**config.mk**
```make
export PLATFORM = sky130hd
export DESIGN_NAME = link_monitor
export DESIGN_NICKNAME = d
export VERILOG_FILES = /design/src/rtl/link_monitor.sv
export SDC_FILE = /design/constraint.sdc
export NUM_CORES = 1
export LEC_CHECK = 0
export CAP_MARGIN = 20
export CORE_AREA = 3 3 40 42
export DETAILED_ROUTE_END_ITERATION = 10
export DIE_AREA = 0 0 43 45
export GPL_TIMING_DRIVEN = 0
export HOLD_SLACK_MARGIN = 0.15
export MAX_ROUTING_LAYER = met4
export PLACE_DENSITY_LB_ADDON = 0.2
export SKIP_LAST_GASP = 1
export SYNTH_ARGS = -nofsm -noshare
export SYNTH_HDL_FRONTEND = slang
export SYNTH_SLANG_ARGS = --single-unit
```
**constraint.sdc**
```tcl
create_clock -name clk -period 3.22 [get_ports clk]
set_input_delay 0.322 -clock clk [delete_from_list [all_inputs] [get_ports clk]]
set_output_delay 0.322 -clock clk [all_outputs]
set_load 0.05 [all_outputs]
```
**src/rtl/link_monitor.sv**
```systemverilog
module link_monitor #(
  parameter int SETTLE_MS = 330
) (
  input  logic       clk,
  input  logic       rst_n,
  input  logic       data_valid,
  input  logic       an_enable,
  input  logic       an_link_permit,
  input  logic       ms_tick,
  input  logic       sel_10m,
  input  logic       link_10m,
  output logic       link_status,
  output logic       tx_rx_enable,
  output logic [1:0] state_code
);
  localparam int CW = $clog2(SETTLE_MS + 1);
  localparam logic [CW-1:0] LIMIT = CW'(SETTLE_MS);

  typedef enum logic [1:0] {DOWN = 2'd0, READY = 2'd1, UP = 2'd2} st_t;

  st_t           st, st_nx;
  logic [CW-1:0] cnt;
  logic          settled, up_ok;

  assign settled = (cnt == LIMIT);

  always_ff @(posedge clk) begin
    if (!rst_n || !data_valid) cnt <= '0;
    else if (ms_tick && !settled) cnt <= cnt + 1'b1;
  end

  always_comb begin
    st_nx = st;
    if (!data_valid) st_nx = DOWN;
    else begin
      case (st)
        DOWN:    if (settled) st_nx = an_enable ? READY : UP;
        READY:   if (an_link_permit || !an_enable) st_nx = UP;
        UP:      st_nx = UP;
        default: st_nx = DOWN;
      endcase
    end
  end

  always_ff @(posedge clk) begin
    if (!rst_n) st <= DOWN;
    else st <= st_nx;
  end

  assign up_ok        = (st == UP) && data_valid;
  assign tx_rx_enable = up_ok;
  assign link_status  = sel_10m ? link_10m : up_ok;
  assign state_code   = st;
endmodule


```
* Word-level counts from Yosys, hierarchy flattened
Index checks and enable logic that the tools add are counted.
W data, S select, Z words.
** Operators by class
- $add $sub $neg :: 1
- Equality and inequality tests :: 5
- Mux-type cells :: 5
- Reductions and logical operators :: 11
** Operator list (count)
- $add A9 B1 Y9 const B :: 1
- $eq A9 B9 Y1 const B :: 1
- $mux W2 :: 3
- $pmux W2 S3 :: 1
- $logic_not A1 Y1 :: 4
- $ne A2 B2 Y1 const B :: 2
- $reduce_and A2 Y1 :: 2
- $eq A2 B1 Y1 const B :: 1
- $eq A2 B2 Y1 const B :: 1
- $logic_and A1 B1 Y1 :: 2
- $logic_not A2 Y1 :: 1
- $logic_or A1 B1 Y1 :: 2
- $mux W1 :: 1
** Word-level totals
- Bits in registers :: 11
- Output and inout port bits :: 4
- Word-level logic and storage cells :: 24

* Depth between registers and ports, before layout
Gate-level depths: netlist of run 1.
- Depth after elaboration :: 4
- Gate-level depth with buffers :: 6
- Mapped depth without buffers :: 6

* Worst setup path before layout of run 1
OpenSTA, ideal clock, no wires.
- Path kind :: register to output
- Start :: reg st[0] (netlist: state_code[0])
- End :: out link_status
- Arrival time :: 1.781 ns
- Setup slack :: 1.117 ns
- Cell stages (with the launch flop) :: 5
- Path buffers :: 0
- Cells stage by stage :: dfxtp_1 -> inv_1 -> ha_1 -> and2_1 -> mux2_2
** Between the ends
- Longest elaborated chain between the ends :: 3
** Ends and longest elaborated chain
- from (decl) :: RTL line 21 : st_t st, st_nx;
- from (signal assigned) :: RTL line 47 : else st <= st_nx;
- $eq A2 B2 Y1 :: RTL line 50 : assign up_ok = (st == UP) && data_valid;
- $logic_and A1 B1 Y1 :: RTL line 50
- named net tx_rx_enable :: RTL line 13 : output logic tx_rx_enable,
- $mux W1 :: RTL line 52 : assign link_status = sel_10m ? link_10m : up_ok;
- to (decl) :: RTL line 12 : output logic link_status,
The timed path passes the listed nets, and every way through them passes these cells.

* Worst setup path after layout of run 1
- Start :: reg st[0] (netlist: state_code[0])
- End :: out link_status
** Between the ends
- Longest elaborated chain between the ends :: 3
** Ends and longest elaborated chain (RTL line)
- $eq A2 B2 Y1 :: 50
- $logic_and A1 B1 Y1 :: 50
- $mux W1 :: 52
No other way between the ends.

==> results of run 1 <==
==> tightest hold or removal path, cell delays in order, from the launching register on <==
cell and delay (ns):
dfxtp_1 0.33, o21ai_0 0.07, a21oi_1 0.06
==> stage by stage <==
step           setup WS, ns  util, %  instance area [µm²]  hold WS (ns)  cells
2_1_floorplan         1.117        -                609.3        0.4665     71
6_report             0.8200    59.49                764.5        0.5032    101
3_3_place_gp          1.003    57.45                738.2        0.4832     97
3_5_place_dp         0.9877    57.45                738.2        0.4957     97
5_1_grt              0.7243    59.49                764.5        0.5293    101
4_1_cts              0.7957    59.49                764.5        0.5064    101
==> power by group through the flow <==
stage          logic, µW  registers (µW)  clock network [µW]
5_1_grt             24.9             138                 102
6_report            22.5             138                93.2
3_3_place_gp        22.1             141                   0
3_5_place_dp        22.6             142                   0
4_1_cts             22.7             138                98.3
2_1_floorplan       9.91             141                   0
==> flip-flops by register name, indices dropped and copies added (netlist names) <==
name        flops
cnt             9
state_code      2
==> routing by layer <==
| layer | vias to the layer above | part of all wire, % |
|---|---|---|
| li1 | 278 | - |
| met1 | 240 | 49 |
| met2 | 4 | 47 |
| met3 | 2 | 2.7 |
| met4 | 0 | 0.71 |
| met5 | - | 0 |
==> synth_stat cells (2+ instances only) <==
library cell,instances,area share [%]
ha_1,6,12
xor2_1,3,4.3
nor2_1,7,4.3
nand4_1,3,3.1
or3_1,3,3.1
xnor2_1,2,2.9
nand2_1,8,4.9
nand3_1,3,2.5
inv_1,4,2.5
o21ai_0,2,1.6
dfxtp_1,11,36
a21oi_1,4,3.3
==> area by class of cell <==
cell class | instances | share of cell area, %
sequential | 11 | 28.81
inverter | 4 | 1.964
tap | 15 | 2.455
buffer | 1 | 0.4910
timing repair buffer | 11 | 14.40
multi-input combinational | 55 | 48.45
clock buffer | 4 | 3.437
==> cells by family (layout without fill, tap and decap cells) <==
| family | after synthesis | count (layout) | share of synthesized area (%) |
|---|---|---|---|
| AOI/OAI and AO/OA | 10 | 10 | 9.653 |
| buffers and inverters | 5 | 20 | 3.079 |
| xor gates and xnor gates | 5 | 5 | 7.188 |
| DFF | 11 | 11 | 36.14 |
| and+or+nand+nor | 32 | 32 | 28.13 |
| adders and majority gates | 6 | 6 | 12.32 |
| muxes | 2 | 2 | 3.491 |
==> final timing paths <==
kind	end	slack [ns]	cells after the start
setup / recovery	link_status	0.82	5
hold reg to reg	cnt[7]$_SDFFE_PN0P_	0.50	2
setup reg to reg	cnt[1]$_SDFFE_PN0P_	1.65	6
hold / removal	cnt[7]$_SDFFE_PN0P_	0.50	2
==> qor.txt, run 1 <==
Outcome: finished clean
Internal power: 197.4 µW
Via density: 5.188
Total GRT Usage: 13.87%
MaxCap Viol Count: 0
Final #Nets: 101
Total iterations of the first detailed-routing run: 3
Max Slew Vio Count: 0
Seq/Total Area, Yosys: 36.14%
Layout cells sized above 1: 6.977%
Clock root buffer: clkbuf_4
Clock slew at reported path FFs: 0.07 ns
Combinational power share: 8.9%
Worst path top cell family by delay: buffers and inverters
Max incr delay on CP: 0.70 ns
CTS H-tree depth: 1
Design Power: 254.0 µW
GRT overflow: 0
Fmax: 416.7 MHz
Die area: 1935 µm²
Finish-stage setup viols: 0
Maximum number of pins on one net before global-route repair: 11
HPWL after DPL: 900.8 µm
CTS tree: done
Clock network fraction of total power: 36.7%
Die Y: 45 µm
Worst Hold Class: flop to flop
PD cells: 332.3 nW/µm²
Initial antenna violation count: 0
Placement row count: 13
Setup crit end kind: output pin
Hold Startpoint: cnt[7]$_SDFFE_PN0P_
Yosys cell types: 27
Setup Fix Bufs, Post-CTS: 0
Slew at the pin closest to its max-slew limit: 0.4936 ns
Antenna cells: 0
Cell breakdown of the critical path: inv_1 > ha_1 > and2_1 > mux2_2 > clkdlybuf4s50_1
Area taken by multi-input logic gates: 370.4 µm²
CP required: 2.90 ns
Setup crit start kind: flop
DRC Markers: 0
Unrepaired setup endpoints after global routing: false
Worst-path fanout max: 6
Starting Density: 47.42%
Switching power: 56.63 µW
GR peak layer: met2
First-pass GRT wire length: 1.966 mm
Synthesized net count: 85
Number of synthesized flops with an enable pin: 0
Synth Warn #: 0
Setup CP Type: flop to output pin
Worst r2r src: cnt[0]$_SDFFE_PN0P_
Met1 Track Usage GR: 17.80%
Flop pwr share: 54.5%
Synth Register Bits: 11
Layout fillers: 126
Final Cycle Share: 74.53%
Core area: 1285 µm²
Cts bufs inserted: 3
Post_cts resized: 0
IO Count: 12
Clk sinks: 11
Post-DRT Antenna Nets: 0
Final hold violations: 0
Vias in the first global route: 445
Worst path arrival time: 2.08 ns
Total number of vias: 524
CP max stage cell: clkdlybuf4s50_1
Post-synthesis async set-or-reset flop share: 0%
Longest Clk Path Bufs: 2
Area grow syn2layout: 25.46%
Buf/Inv on CP: 2
Met3 GRT Util: 5.976%
Lkg Pwr: 0.0002820 µW
Worst setup path startpoint: state_code[0]$_SDFFE_PN0P_
Worst-Skew Late Latency: 0.27 ns
Post-synth top flop: dfxtp_1
Skew final: 0.002641 ns
Max VDD drop: 0.2135 mV
Routed len/inst: 11.08 µm
Syn Std Cell Area: 609.3 µm²
Net Sw Frac: 22.29%
Die width: 43 µm
Synth Instances: 71
RD Place Congestion: 0.7716
Hold Buf Count CTS: 0
Most frequent cells in the layout: dfxtp_1, clkdlybuf4s50_1, nand2_1, nor2_1, ha_1
Initial drt markers: 2
I/O Buffers: 11
Avg Cell Area, Syn: 8.582 µm²
Sum Neg Setup Slack: 0 ns
Met2 usage: 19.46%
Detailed Route WL: 1.119 mm
Slew HR: 66.99%
Sequential Area: 220.2 µm²
Fin crit period: 2.400 ns
Note: power is estimated with default switching activity, not from simulation.
==> run 2, diff against run 1 <==
- CORE_AREA: 3 3 40 42 -> default
- CORE_MARGIN: default -> 3
- CORE_UTILIZATION: default -> 43
- DIE_AREA: 0 0 43 45 -> default
- clock period: 3.22 -> 2.1 ns (I/O delays scaled with it)
==> run 2 against run 1 <==
  * Utilization increased by 3.1 points
  * Die area down 1.6%
  * Clock skew down 0.0019 ns
  * Register-to-register slack worse by 1.1 ns
  * Setup slack worse by 0.55 ns
  * Sequential power grew 54%
==> qor.txt, run 2 (synthesis gave the netlist of run 1 again) <==
Worst reg2reg endpoint: cnt[0]$_SDFFE_PN0P_
I/O Buffers: 11 (unchanged)
R2R depth: 6 (unchanged)
Dpl ws: 0.06421 ns (-0.9235 ns)
Cts bufs inserted: 3 (unchanged)
Layout cells sized above 1: 8.140% (+1.2 points)
Layout fillers: 110 (-13%)
Die width: 43.65 µm (+1.5%)
Worst Hold Class: flop to flop
Worst setup path startpoint: state_code[0]$_SDFFE_PN0P_
Detailed Route WL: 1.182 mm (+5.6%)
Area grow syn2layout: 24.85%
CP required: 1.89 ns (-1.01 ns)
Largest reg by FF count: cnt
Combinational power share: 8.7% (-0.2 points)
Final #Nets: 101 (unchanged)
Final Cycle Share: 87.22%
Total GRT Usage: 15.24% (+1.4 points)
Hold Buf Count CTS: 0 (unchanged)
Worst-path fanout max: 6 (unchanged)
Internal power: 301.8 µW (+53%)
Total number of vias: 523 (-0.19%)
CTS tree: done
Setup crit end kind: output pin
HPWL after DPL: 961.3 µm (+6.7%)
Sum Neg Setup Slack: 0 ns (unchanged)
Worst r2r src: cnt[0]$_SDFFE_PN0P_
Max VDD drop: 0.3687 mV (+73%)
Setup Fix Bufs, Post-CTS: 0 (unchanged)
Maximum number of pins on one net before global-route repair: 11 (unchanged)
Setup CP Type: flop to output pin
Max Slew Vio Count: 0 (unchanged)
Max reg flops: 9 (unchanged)
Most frequent cells in the layout: dfxtp_1, clkdlybuf4s50_1, nand2_1, nor2_1, ha_1
Fin area: 760.7 µm² (-0.49%)
CP endpoint: link_status
PD cells: 517.1 nW/µm² (+56%)
GRT overflow: 0 (unchanged)
Longest Clk Path Bufs: 2 (unchanged)
Final hold violations: 0 (unchanged)
Fin crit period: 1.832 ns
Routed len/inst: 11.82 µm (+6.7%)
IO Count: 12 (unchanged)
Antenna cells: 0 (unchanged)
Initial antenna violation count: 0 (unchanged)
Slew at the pin closest to its max-slew limit: 0.5060 ns (+0.01237 ns)
Hold Path Depth: 2 (unchanged)
Starting Density: 50.10% (+2.7 points)
CTS H-tree depth: 1 (unchanged)
Worst-Skew Late Latency: 0.27 ns (about the same)
Switching power: 91.51 µW (+62%)
Clock slew at reported path FFs: 0.07 ns (about the same)
Flop pwr share: 53.9% (-0.6 points)
Hold slack: 0.5160 ns (+0.01283 ns)
Lkg Pwr: 0.0003015 µW (+6.9%)
Placement row count: 12 (-1)
Die area: 1905 µm² (-1.6%)
Skew final: 0.0007018 ns (-0.001939 ns)
Worst path arrival time: 1.62 ns (-0.46 ns)
Total iterations of the first detailed-routing run: 4 (+1)
Clock network fraction of total power: 37.4% (+0.7 points)
First-pass GRT wire length: 2.145 mm (+9.1%)
Initial drt markers: 9 (+7)
MaxCap Viol Count: 0 (unchanged)
Setup crit start kind: flop
R2r setup slk: 0.51 ns (-1.14 ns)
Fmax: 546.0 MHz
Clk sinks: 11 (unchanged)
Core area: 1216 µm² (-5.4%)
RD Place Congestion: 0.7695 (-0.27%)
Outcome: finished clean
DRC Markers: 0 (unchanged)
Hold Startpoint: cnt[7]$_SDFFE_PN0P_
Vias in the first global route: 487 (+9.4%)
Finish-stage setup viols: 0 (unchanged)
Final setup margin: 0.2684 ns (-0.5517 ns)
Slew HR: 66.21% (-0.78 points)
Area after DPL: 737.0 µm² (-0.17%)
Net Sw Frac: 23.27% (+0.97 points)
Post_cts resized: 1 (+1)
Unrepaired setup endpoints after global routing: false
Die Y: 43.65 µm (-3.0%)
Post-layout util: 62.55% (+3.1 points)
Commonest non-fill, non-tap cell in the layout: dfxtp_1
Post-DRT Antenna Nets: 0 (unchanged)
Clock root buffer: clkbuf_4
Via density: 5.230 (+0.81%)
[run 2: changes by cell type in the layout (fill, tap and decap cells not counted), sizes merged]
cell and delta:
clkbuf +1, dlymetal6s2s +1, clkdlybuf4s50 -2
[run 2: area by class of cell]
type / instances / area, µm² / share of cell area [%]
tap: 14 / 17.52 / 2.303
sequential: 11 / 220.2 / 28.95
clock buffer: 4 / 26.28 / 3.454
timing repair buffer: 11 / 107.6 / 14.14
multi-input combinational: 55 / 370.4 / 48.68
inverter: 4 / 15.01 / 1.974
buffer: 1 / 3.754 / 0.4934
[run 2: how the worst min path moves through the flow]
| stage | slack [ns] | to |
|---|---|---|
| finish | 0.52 | cnt[7]$_SDFFE_PN0P_ |
| global route | 0.55 | cnt[8]$_SDFFE_PN0P_ |
| CTS | 0.52 | cnt[7]$_SDFFE_PN0P_ |
| detailed placement | 0.51 | cnt[7]$_SDFFE_PN0P_ |
| global placement | 0.48 | cnt[7]$_SDFFE_PN0P_ |
| floorplan | 0.38 | state_code[1]$_SDFFE_PN0P_ |
[run 2: power groups by stage]
stage               registers, µW  clock network (µW)  logic, µW
floorplan                     217                   0       15.2
global placement              217                   0       34.0
detailed placement            217                   0       35.5
CTS                           212                 149       34.9
global route                  212                 160       38.4
finish                        212                 147       34.2
[run 2: per-stage QoR]
step	cells	total power, µW
3_3_place_gp	96	250.9
2_1_floorplan	71	231.8
5_1_grt	100	410.8
4_1_cts	100	395.7
3_5_place_dp	96	252.5
6_report	100	393.3
[run 2: worst max-delay path: stages, from the launching register on]
cell and delay (ns):
dfxtp_1 0.42, inv_1 0.10, ha_1 0.19, and2_1 0.14
mux2_2 0.26, clkbuf_2 0.24
[run 2: per-layer routing]
layer / share of wire [%] / vias up / global-route usage [%]
met5: 0 / - / -
met4: 0 / 0 / 1.807
met3: 5.1 / 0 / 6.224
met2: 50 / 8 / 22.09
met1: 45 / 238 / 20.40
li1: - / 277 / -
==> run 3, diff against run 2 <==
- CTS_CLUSTER_DIAMETER: default -> 120
- PLACE_DENSITY: default -> 0.74
- PLACE_DENSITY_LB_ADDON: 0.2 -> default
==> run 3 against run 2 <==
  * Critical endpoint unchanged
  * Flip-flop and latch count stayed put
  * Largest power group unchanged
  * Hold slack lost 0.021 ns
  * Setup slack got worse by 0.11 ns
  * Global-route usage fell by 1.3 points
  * Utilization grew 0.41 points
==> qor.txt, run 3 (synthesis gave the netlist of run 1 again) <==
Outcome: finished clean
Initial antenna violation count: 0 (unchanged)
Starting Density: 50.10% (unchanged)
Max VDD drop: 0.4579 mV (+24%)
Flop pwr share: 54.2% (+0.3 points)
Post-DRT Antenna Nets: 0 (unchanged)
CTS tree: done
CP required: 1.89 ns (about the same)
RD Place Congestion: 0.7435 (-3.4%)
Setup crit end kind: output pin
Dpl ws: 0.08814 ns (+0.02393 ns)
R2R depth: 6 (unchanged)
Commonest non-fill, non-tap cell in the layout: dfxtp_1
Max Slew Vio Count: 0 (unchanged)
Area grow syn2layout: 25.67%
Slew HR: 66.06% (-0.15 points)
Initial drt markers: 10 (+1)
Worst-path fanout max: 6 (unchanged)
MaxCap Viol Count: 0 (unchanged)
Sum Neg Setup Slack: 0 ns (unchanged)
Via density: 5.030 (-3.8%)
Design Power: 391.2 µW (-0.53%)
Max reg flops: 9 (unchanged)
Fmax: 514.3 MHz (-5.8%)
Total GRT Usage: 13.96% (-1.3 points)
GRT overflow: 0 (unchanged)
Skew final: 0.003950 ns (+0.003248 ns)
Hold Path Depth: 2 (unchanged)
Clk sinks: 11 (unchanged)
Fin cells: 100 (unchanged)
R2r setup slk: 0.53 ns (+0.02 ns)
Finish-stage setup viols: 0 (unchanged)
Clock slew at reported path FFs: 0.07 ns (about the same)
Final setup margin: 0.1556 ns (-0.1128 ns)
Detailed Route WL: 1.100 mm (-6.9%)
Net Sw Frac: 22.73% (-0.53 points)
Clock root buffer: clkbuf_4
Hold slack: 0.4948 ns (-0.02124 ns)
Worst path arrival time: 1.73 ns (+0.11 ns)
Worst reg2reg endpoint: state_code[0]$_SDFFE_PN0P_
DRC Markers: 0 (unchanged)
Setup CP Type: flop to output pin
Lkg Pwr: 0.0003044 µW (+0.95%)
Setup Fix Bufs, Post-CTS: 0 (unchanged)
Die area: 1905 µm² (unchanged)
IO Count: 12 (unchanged)
CTS H-tree depth: 1 (unchanged)
First-pass GRT wire length: 1.911 mm (-11%)
Placement row count: 12 (unchanged)
Routed len/inst: 11.00 µm (-6.9%)
Hold path endpoint: cnt[7]$_SDFFE_PN0P_
Antenna cells: 0 (unchanged)
Cts bufs inserted: 3 (unchanged)
Most frequent cells in the layout: dfxtp_1, clkdlybuf4s50_1, nand2_1, nor2_1, ha_1
Worst-Skew Late Latency: 0.27 ns (about the same)
Worst Hold Class: flop to flop
Final hold violations: 0 (unchanged)
Slew at the pin closest to its max-slew limit: 0.5075 ns (+0.001499 ns)
Core area: 1216 µm² (unchanged)
Vias in the first global route: 449 (-7.8%)
Fin crit period: 1.944 ns (+0.1128 ns)
Unrepaired setup endpoints after global routing: false
Die Y: 43.65 µm (unchanged)
Setup crit start kind: flop
Cells after DPL: 96 (unchanged)
Total number of vias: 503 (-3.8%)
Longest Clk Path Bufs: 2 (unchanged)
HPWL after DPL: 842.6 µm (-12%)
Worst r2r src: cnt[0]$_SDFFE_PN0P_
Final #Nets: 101 (unchanged)
Internal power: 302.3 µW (+0.16%)
Hold Startpoint: cnt[7]$_SDFFE_PN0P_
Die width: 43.65 µm (unchanged)
Maximum number of pins on one net before global-route repair: 11 (unchanged)
Layout cells sized above 1: 8.140% (unchanged)
Total iterations of the first detailed-routing run: 4 (unchanged)
I/O Buffers: 11 (unchanged)
PD cells: 510.9 nW/µm² (-1.2%)
Final Cycle Share: 92.59% (+5.4 points)
Largest reg by FF count: cnt
Clock network fraction of total power: 37.2% (-0.2 points)
Combinational power share: 8.6% (about the same)
Switching power: 88.94 µW (-2.8%)
-- run 3: worst max-delay path, cell delays in order, from the launching register on --
cell and delay, ns:
dfxtp_2 0.38, inv_1 0.07, ha_1 0.19, and2_1 0.14, mux2_2 0.25, dlygate4sd2_1 0.42
-- run 3: per-stage QoR --
step	area [µm²]	utilization [%]
6_report	765.7	62.96
5_1_grt	765.7	62.96
4_1_cts	762.0	62.65
3_5_place_dp	737.0	60.60
3_3_place_gp	737.0	60.60
2_1_floorplan	609.3	-
-- run 3: worst max path at each step --
stage | startpoint | to | slack, ns | depth (start not counted)
floorplan | state_code[0]$_SDFFE_PN0P_ | link_status | 0.11 | 4
global placement | state_code[0]$_SDFFE_PN0P_ | link_status | 0.1 | 5
detailed placement | state_code[0]$_SDFFE_PN0P_ | link_status | 0.09 | 5
CTS | state_code[0]$_SDFFE_PN0P_ | tx_rx_enable | 0.02 | 4
global route | state_code[0]$_SDFFE_PN0P_ | link_status | 0.05 | 5
finish | state_code[0]$_SDFFE_PN0P_ | link_status | 0.16 | 5
-- run 3: cell type report --
cell class / instances / area (µm²)
fillers: 112 / 450.4
repair buffers: 11 / 111.4
well taps: 14 / 17.52
flip-flops and latches: 11 / 221.5
inverters: 4 / 15.01
clock buffers: 4 / 26.28
plain buffers: 1 / 3.754
multi-input cells: 55 / 370.4
-- run 3: layer usage --
metal	part of all wire [%]	GRT usage, %	up-vias
met5	0	-	-
met4	0.82	3.614	0
met3	4.9	7.469	3
met2	44	19.77	7
met1	50	17.22	215
li1	-	-	278
-- run 3: timing repair --
action | in CTS | in global routing
setup endpoints to repair | 1 | 2
resized for setup | 1 | 2
hold buffers | 0 | 0
hold endpoints to repair | 0 | 0
-- run 3: power by group through the flow --
stage	Clock [µW]	Sequential, µW	Combinational, µW
6_report	146	212	33.5
3_3_place_gp	0	217	33.8
3_5_place_dp	0	217	34.4
5_1_grt	163	212	36.8
4_1_cts	152	212	33.8
2_1_floorplan	0	217	15.2
